[src/rtl/ea_pkg.sv]
package ea_pkg;
   localparam int ADDR_W   = 64;
   localparam int NUM_REGS = 16;
   localparam int SEL_W    = $clog2(NUM_REGS);
   localparam int DISP_W   = 32;
   localparam int SP_NUM   = 4;

   typedef enum logic [1:0] {
      DW_NONE = 2'd0,
      DW_8    = 2'd1,
      DW_16   = 2'd2,
      DW_32   = 2'd3
   } disp_w_e;
endpackage

[src/rtl/ea_regfile.sv]
module ea_regfile #(
   parameter int W        = 64,
   parameter int N        = 16,
   parameter bit RF_RESET = 1'b1,
   localparam int SW      = $clog2(N)
) (
   input  logic          clk,
   input  logic          rst,
   input  logic          wr_en,
   input  logic [SW-1:0] wr_sel,
   input  logic [W-1:0]  wr_data,
   input  logic [SW-1:0] rd_a_sel,
   output logic [W-1:0]  rd_a_val,
   input  logic [SW-1:0] rd_b_sel,
   output logic [W-1:0]  rd_b_val
);
   logic [W-1:0] q [N];

   if (N < 2 || (1 << SW) != N) begin : g_bad_n
      $error("ea_regfile: N must be a power of two of at least 2");
   end

   for (genvar g = 0; g < N; g++) begin : g_ent
      if (RF_RESET) begin : g_rst
         always_ff @(posedge clk) begin
            if (rst)
               q[g] <= '0;
            else if (wr_en && wr_sel == SW'(g))
               q[g] <= wr_data;
         end
      end else begin : g_nrst
         always_ff @(posedge clk) begin
            if (wr_en && wr_sel == SW'(g))
               q[g] <= wr_data;
         end
      end
   end

   assign rd_a_val = q[rd_a_sel];
   assign rd_b_val = q[rd_b_sel];


   wr_lands_chk: assert property (@(posedge clk) disable iff (rst)
      (wr_en && !rst) |=> (q[$past(wr_sel)] == $past(wr_data)));
endmodule

[src/rtl/ea_disp_ext.sv]
module ea_disp_ext #(
   parameter int AW = 64,
   parameter int DW = 32
) (
   input  logic [1:0]    code,
   input  logic [DW-1:0] raw,
   output logic [AW-1:0] ext
);
   import ea_pkg::*;

   if (DW != 32 || AW < DW) begin : g_bad_w
      $error("ea_disp_ext: DW must be 32 and AW must be at least DW");
   end

   always_comb begin
      unique case (disp_w_e'(code))
         DW_8:    ext = {{(AW-8){raw[7]}},   raw[7:0]};
         DW_16:   ext = {{(AW-16){raw[15]}}, raw[15:0]};
         DW_32:   ext = {{(AW-32){raw[31]}}, raw[31:0]};
         default: ext = '0;
      endcase
   end


   disp_sign_chk: assert final ((code == 2'd0) ? (ext == '0) : (ext[AW-1] == ext[AW-2]));
endmodule

[src/rtl/ea_sum.sv]
module ea_sum #(
   parameter int AW     = 64,
   parameter int SW     = 4,
   parameter int SP_NUM = 4
) (
   input  logic          base_on,
   input  logic [AW-1:0] base_val,
   input  logic          idx_on,
   input  logic [SW-1:0] idx_sel,
   input  logic [AW-1:0] idx_val,
   input  logic [1:0]    scale,
   input  logic [AW-1:0] disp,
   output logic [AW-1:0] ea
);
   logic          idx_live;
   logic [AW-1:0] base_term, idx_term;

   if (SP_NUM >= (1 << SW)) begin : g_bad_sp
      $error("ea_sum: SP_NUM outside register range");
   end

   assign idx_live  = idx_on && (idx_sel != SW'(SP_NUM));
   assign base_term = base_on  ? base_val : '0;
   assign idx_term  = idx_live ? (idx_val << scale) : '0;
   assign ea        = base_term + idx_term + disp;
endmodule

[src/rtl/ea_scaled_agen.sv]
module ea_scaled_agen (
   input  logic        clk,
   input  logic        rst,
   input  logic        wr_en,
   input  logic [3:0]  wr_sel,
   input  logic [63:0] wr_data,
   input  logic        req_valid,
   input  logic        req_base_on,
   input  logic [3:0]  req_base_sel,
   input  logic        req_idx_on,
   input  logic [3:0]  req_idx_sel,
   input  logic [1:0]  req_scale,
   input  logic [1:0]  req_disp_w,
   input  logic [31:0] req_disp,
   input  logic [1:0]  req_size,
   output logic        ea_valid,
   output logic [63:0] ea_addr,
   output logic [3:0]  ea_bytes
);
   import ea_pkg::*;

   logic [ADDR_W-1:0] base_val, idx_val, disp_ext, ea_next;

   ea_regfile #(.W(ADDR_W), .N(NUM_REGS), .RF_RESET(1'b1)) u_rf (
      .clk      (clk),
      .rst      (rst),
      .wr_en    (wr_en),
      .wr_sel   (wr_sel),
      .wr_data  (wr_data),
      .rd_a_sel (req_base_sel),
      .rd_a_val (base_val),
      .rd_b_sel (req_idx_sel),
      .rd_b_val (idx_val)
   );

   ea_disp_ext #(.AW(ADDR_W), .DW(DISP_W)) u_disp (
      .code (req_disp_w),
      .raw  (req_disp),
      .ext  (disp_ext)
   );

   ea_sum #(.AW(ADDR_W), .SW(SEL_W), .SP_NUM(SP_NUM)) u_sum (
      .base_on  (req_base_on),
      .base_val (base_val),
      .idx_on   (req_idx_on),
      .idx_sel  (req_idx_sel),
      .idx_val  (idx_val),
      .scale    (req_scale),
      .disp     (disp_ext),
      .ea       (ea_next)
   );

   always_ff @(posedge clk) begin
      if (rst) begin
         ea_valid <= 1'b0;
         ea_addr  <= '0;
         ea_bytes <= '0;
      end else begin
         ea_valid <= req_valid;
         if (req_valid) begin
            ea_addr  <= ea_next;
            ea_bytes <= 4'(1) << req_size;
         end
      end
   end


   valid_follows_req_chk: assert property (@(posedge clk) disable iff (rst)
      req_valid |=> ea_valid);

   valid_quiet_chk: assert property (@(posedge clk) disable iff (rst)
      !req_valid |=> !ea_valid);

   addr_hold_chk: assert property (@(posedge clk) disable iff (rst)
      !req_valid |=> ($stable(ea_addr) && $stable(ea_bytes)));

   bytes_onehot_chk: assert property (@(posedge clk) disable iff (rst)
      ea_valid |-> ($countones(ea_bytes) == 1));
endmodule

[config.mk]
export PLATFORM = sky130hd
export DESIGN_NAME = ea_scaled_agen
export DESIGN_NICKNAME = d
export VERILOG_FILES = /design/src/rtl/ea_pkg.sv /design/src/rtl/ea_regfile.sv /design/src/rtl/ea_disp_ext.sv /design/src/rtl/ea_sum.sv /design/src/rtl/ea_scaled_agen.sv
export SDC_FILE = /design/constraint.sdc
export NUM_CORES = 2
export LEC_CHECK = 0
export ABC_CLOCK_PERIOD_IN_PS = 7950
export BUFFER_PORTS_ARGS = -buffer_cell sky130_fd_sc_hd__buf_2
export CAP_MARGIN = 20
export CORE_MARGIN = 5
export CORE_UTILIZATION = 41
export DETAILED_ROUTE_END_ITERATION = 6
export SETUP_SLACK_MARGIN = 0.05
export SLEW_MARGIN = 20
export SYNTH_ARGS = -nofsm -noshare
export SYNTH_HDL_FRONTEND = slang
export SYNTH_SLANG_ARGS = --single-unit
[constraint.sdc]
create_clock -name clk -period 7.95 [get_ports clk]
set_input_delay 0.3975 -clock clk [delete_from_list [all_inputs] [get_ports clk]]
set_output_delay 0.3975 -clock clk [all_outputs]
set_load 0.02 [all_outputs]
==> results_dict.tcl <==
set metrics [dict create \
    fin_crit_sh 0.706 \
    hp-class "input port to flop" \
    gp_congestion 0.881 \
    yosysTopAreaCellShare 0.491 \
    utilization 0.459 \
    yosysWarnings 0 \
    slowest_stage "a211oi_1" \
    status "finished clean" \
    crit_chain "buf_8, buf_4, mux4_2, mux4_2, mux2i_1, o22a_1, fa_1, inv_1, ha_1, nand4_1, nor3_1, nand2b_1, a211oi_1, o31ai_1, o21ai_1, a31oi_1, or4_1, nand3_1" \
    setup_viol 0 \
    routed_wl_um 210000 \
    internal_power_mw 11.0 \
    hpwl_um 126000 \
    synth.avg_cell_area_um2 14.5 \
    fin_crit_ps 5610 \
    synth_seq_cells 1093 \
    numCtsBuffers 116 \
    ios 189 \
    tightest_slew_ps 1120 \
    ys.flop_type "edfxtp_1" \
    hold_buffers 3 \
    clk_pin_slew_worst_paths_ps 60 \
    ant_nets 0 \
    p_leak_nw 24.8 \
    synth_area_um2 62700 \
    fin_cells 6467 \
    wl_per_cell_um 32.5 \
    syn_inst 4314 \
    drtPass1Iterations 7 \
    power_switching_mw 4.66 \
    dr.first_iter.drc_count 5419 \
    synth_largest_area_cell "edfxtp_1" \
    nets 4574 \
    synth_edf_count 1024 \
    via_count 39704 \
    clk-insertion-delay-late_ps 760 \
    clock_sinks 1093 \
    hold_viol 0 \
    grt_pass1_vias 39857 \
    grt_pass1_wl_um 300000 \
    die_y_um 401 \
    nFillCells 13141 \
    port_buffers 188 \
    skew_ps 62.2 \
    rsz0062_at_grt "no" \
    placedCellCount 6237 \
    critPathCaptureType "flop" \
    max_stage_delay_ps 590 \
    ys_types 76 \
    swShare 0.297 \
    p_seq_frac 0.442 \
    maxCapViolations 0 \
    drv_slew 0 \
    postCtsSetupBuffers 0 \
    seq_area_frac_synth 0.513 \
    cp-start-kind "input port" \
    grt_overflow 0 \
    combPwrFrac 0.214 \
    start_util 0.412 \
    cts_max_level 3 \
    antenna_found_initial 43 \
    drt_drc_violations_left 0 \
    max_slew_margin 0.256 \
    async_reset_ff_frac 0 \
    required_ps 8650 \
    clockPowerShare 0.344 \
    cts_tree "yes" \
    synth_area_leaders "edfxtp_1, mux4_2, and2_1, dfxtp_1, fa_1" \
    power.density_nw_per_um2 225 \
    fmax_ghz 0.178 \
    drive_above_1_share 0.258 \
    cts-root-buf "clkbuf_16" \
    worst_path_most_repeated_cell "mux4_2" \
    viasPerCell 6.14 \
    row_count 143 \
    synth_common_cells "and2_1, edfxtp_1, mux4_2, clkbuf_1, nand2_1" \
    grtUsageTotal 0.257 \
    setup_tns_ps 0 \
    ctsResizeCount 0 \
    grt_max_degree 89 \
    cts_max_path_buffers 3 \
    cp_max_fo 39 \
    syn-num-nets 4560 \
    die_w_um 401 \
    synth.most_common_cell "and2_1" \
    arrival_ps 6310 \
    dieArea_um2 161000 \
    ir_worst_vdd_v 0.000199 \
    syn_to_final_growth_pct 11.2 \
    core_area_um2 152000 \
    path_class "input port to flop" \
]
-- worst paths after layout --
path                            cells after the start                      endpoint                    startpoint  slack [ps]
worst max-delay path                               18      ea_addr[56]$_SDFFE_PP0P_                req_idx_sel[0]        2340
worst min-delay path                                2  u_rf.q[10][32]$_SDFFCE_PN0P_                   wr_data[32]          80
worst max register to register                     16      ea_addr[56]$_SDFFE_PP0P_  u_rf.q[11][21]$_SDFFCE_PN0P_        2560
worst min register to register                      2      ea_addr[44]$_SDFFE_PP0P_      ea_addr[44]$_SDFFE_PP0P_         450
-- routing by layer --
layer | vias up | part of all wire | global-route usage
li1 | 16436 | - | -
met1 | 20793 | 0.39 | 0.350
met2 | 2103 | 0.48 | 0.418
met3 | 350 | 0.10 | 0.0605
met4 | 22 | 0.027 | 0.0728
met5 | - | 0.00071 | 0
-- kinds of logic after synthesis --
group / Yosys count / synth area share
flops: 1093 / 0.513
simple gates: 1421 / 0.132
fa+ha+maj: 126 / 0.0328
mux: 733 / 0.244
buf+inv: 511 / 0.0319
xor+xnor: 51 / 0.00713
compound gates: 379 / 0.0396
-- through the flow --
stage                     hold WS (ps)  power, mW  setup WS [ps]  cell area [um^2]
final                             76.9       15.7           2340             69700
after global routing               108       16.2           2070             69700
after CTS                         32.4       15.7           2460             69600
after detailed placement           442       10.4           1670             65900
after global placement             433       10.3           1660             65800
after floorplan                    523       9.22           1600             62700
-- state kept, by name, indices dropped and copies added, names as in the netlist --
| signal | flops |
|---|---|
| u_rf.q | 1024 |
| ea_addr | 64 |
| ea_valid | 1 |
| ea_bytes | 4 |
-- power groups by stage --
stage          Sequential (mW)  Clock (mW)  Combinational [mW]
2_1_floorplan             7.11           0                2.11
3_3_place_gp              7.02           0                3.31
3_5_place_dp              7.05           0                3.32
4_1_cts                   6.93        5.46                3.33
5_1_grt                   6.97        5.68                3.59
6_report                  6.93        5.40                3.35
-- critical path: cells and delay by family --
family | cells | cell delay, ps
muxes | 3 | 1650
AOI/OAI and AO/OA | 5 | 1510
and+or+nand+nor | 5 | 1060
buffers and inverters | 3 | 890
adders and majority gates | 2 | 690
-- cell type report --
class | count | area [um^2] | share of cell area
Timing Repair Buffer | 283 | 1930 | 0.0277
Clock inverter | 68 | 627 | 0.00900
Antenna cell | 16 | 40.0 | 0.000575
Sequential cell | 1093 | 32100 | 0.461
Inverter | 124 | 470 | 0.00675
Clock buffer | 143 | 3090 | 0.0444
Tap cell | 2030 | 2540 | 0.0364
Multi-Input combinational cell | 2710 | 28900 | 0.414
-- placed cells by master, fill, tap and decap left out, types with 18 or more instances in the layout --
| master | netlist | final |
|---|---|---|
| and2_1 | 1041 | 1041 |
| edfxtp_1 | 1024 | 1024 |
| mux4_2 | 629 | 629 |
| buf_2 | 55 | 179 |
| nand2_1 | 154 | 153 |
| inv_1 | 122 | 122 |
| clkbuf_16 | 0 | 118 |
| a21oi_1 | 110 | 109 |
| mux2i_1 | 95 | 95 |
| buf_4 | 2 | 80 |
| nor2_1 | 94 | 77 |
| o21ai_0 | 84 | 72 |
| dfxtp_1 | 69 | 69 |
| fa_1 | 64 | 64 |
| ha_1 | 62 | 62 |
| o22a_1 | 46 | 46 |
| xnor2_1 | 31 | 31 |
| nand4_1 | 29 | 29 |
| a21o_1 | 27 | 27 |
| clkinv_1 | 1 | 24 |
| clkinv_2 | 0 | 24 |
| nor3_1 | 21 | 21 |
| xor2_1 | 20 | 20 |
| nand3_1 | 18 | 18 |
Power figures use the tool's default switching activity.
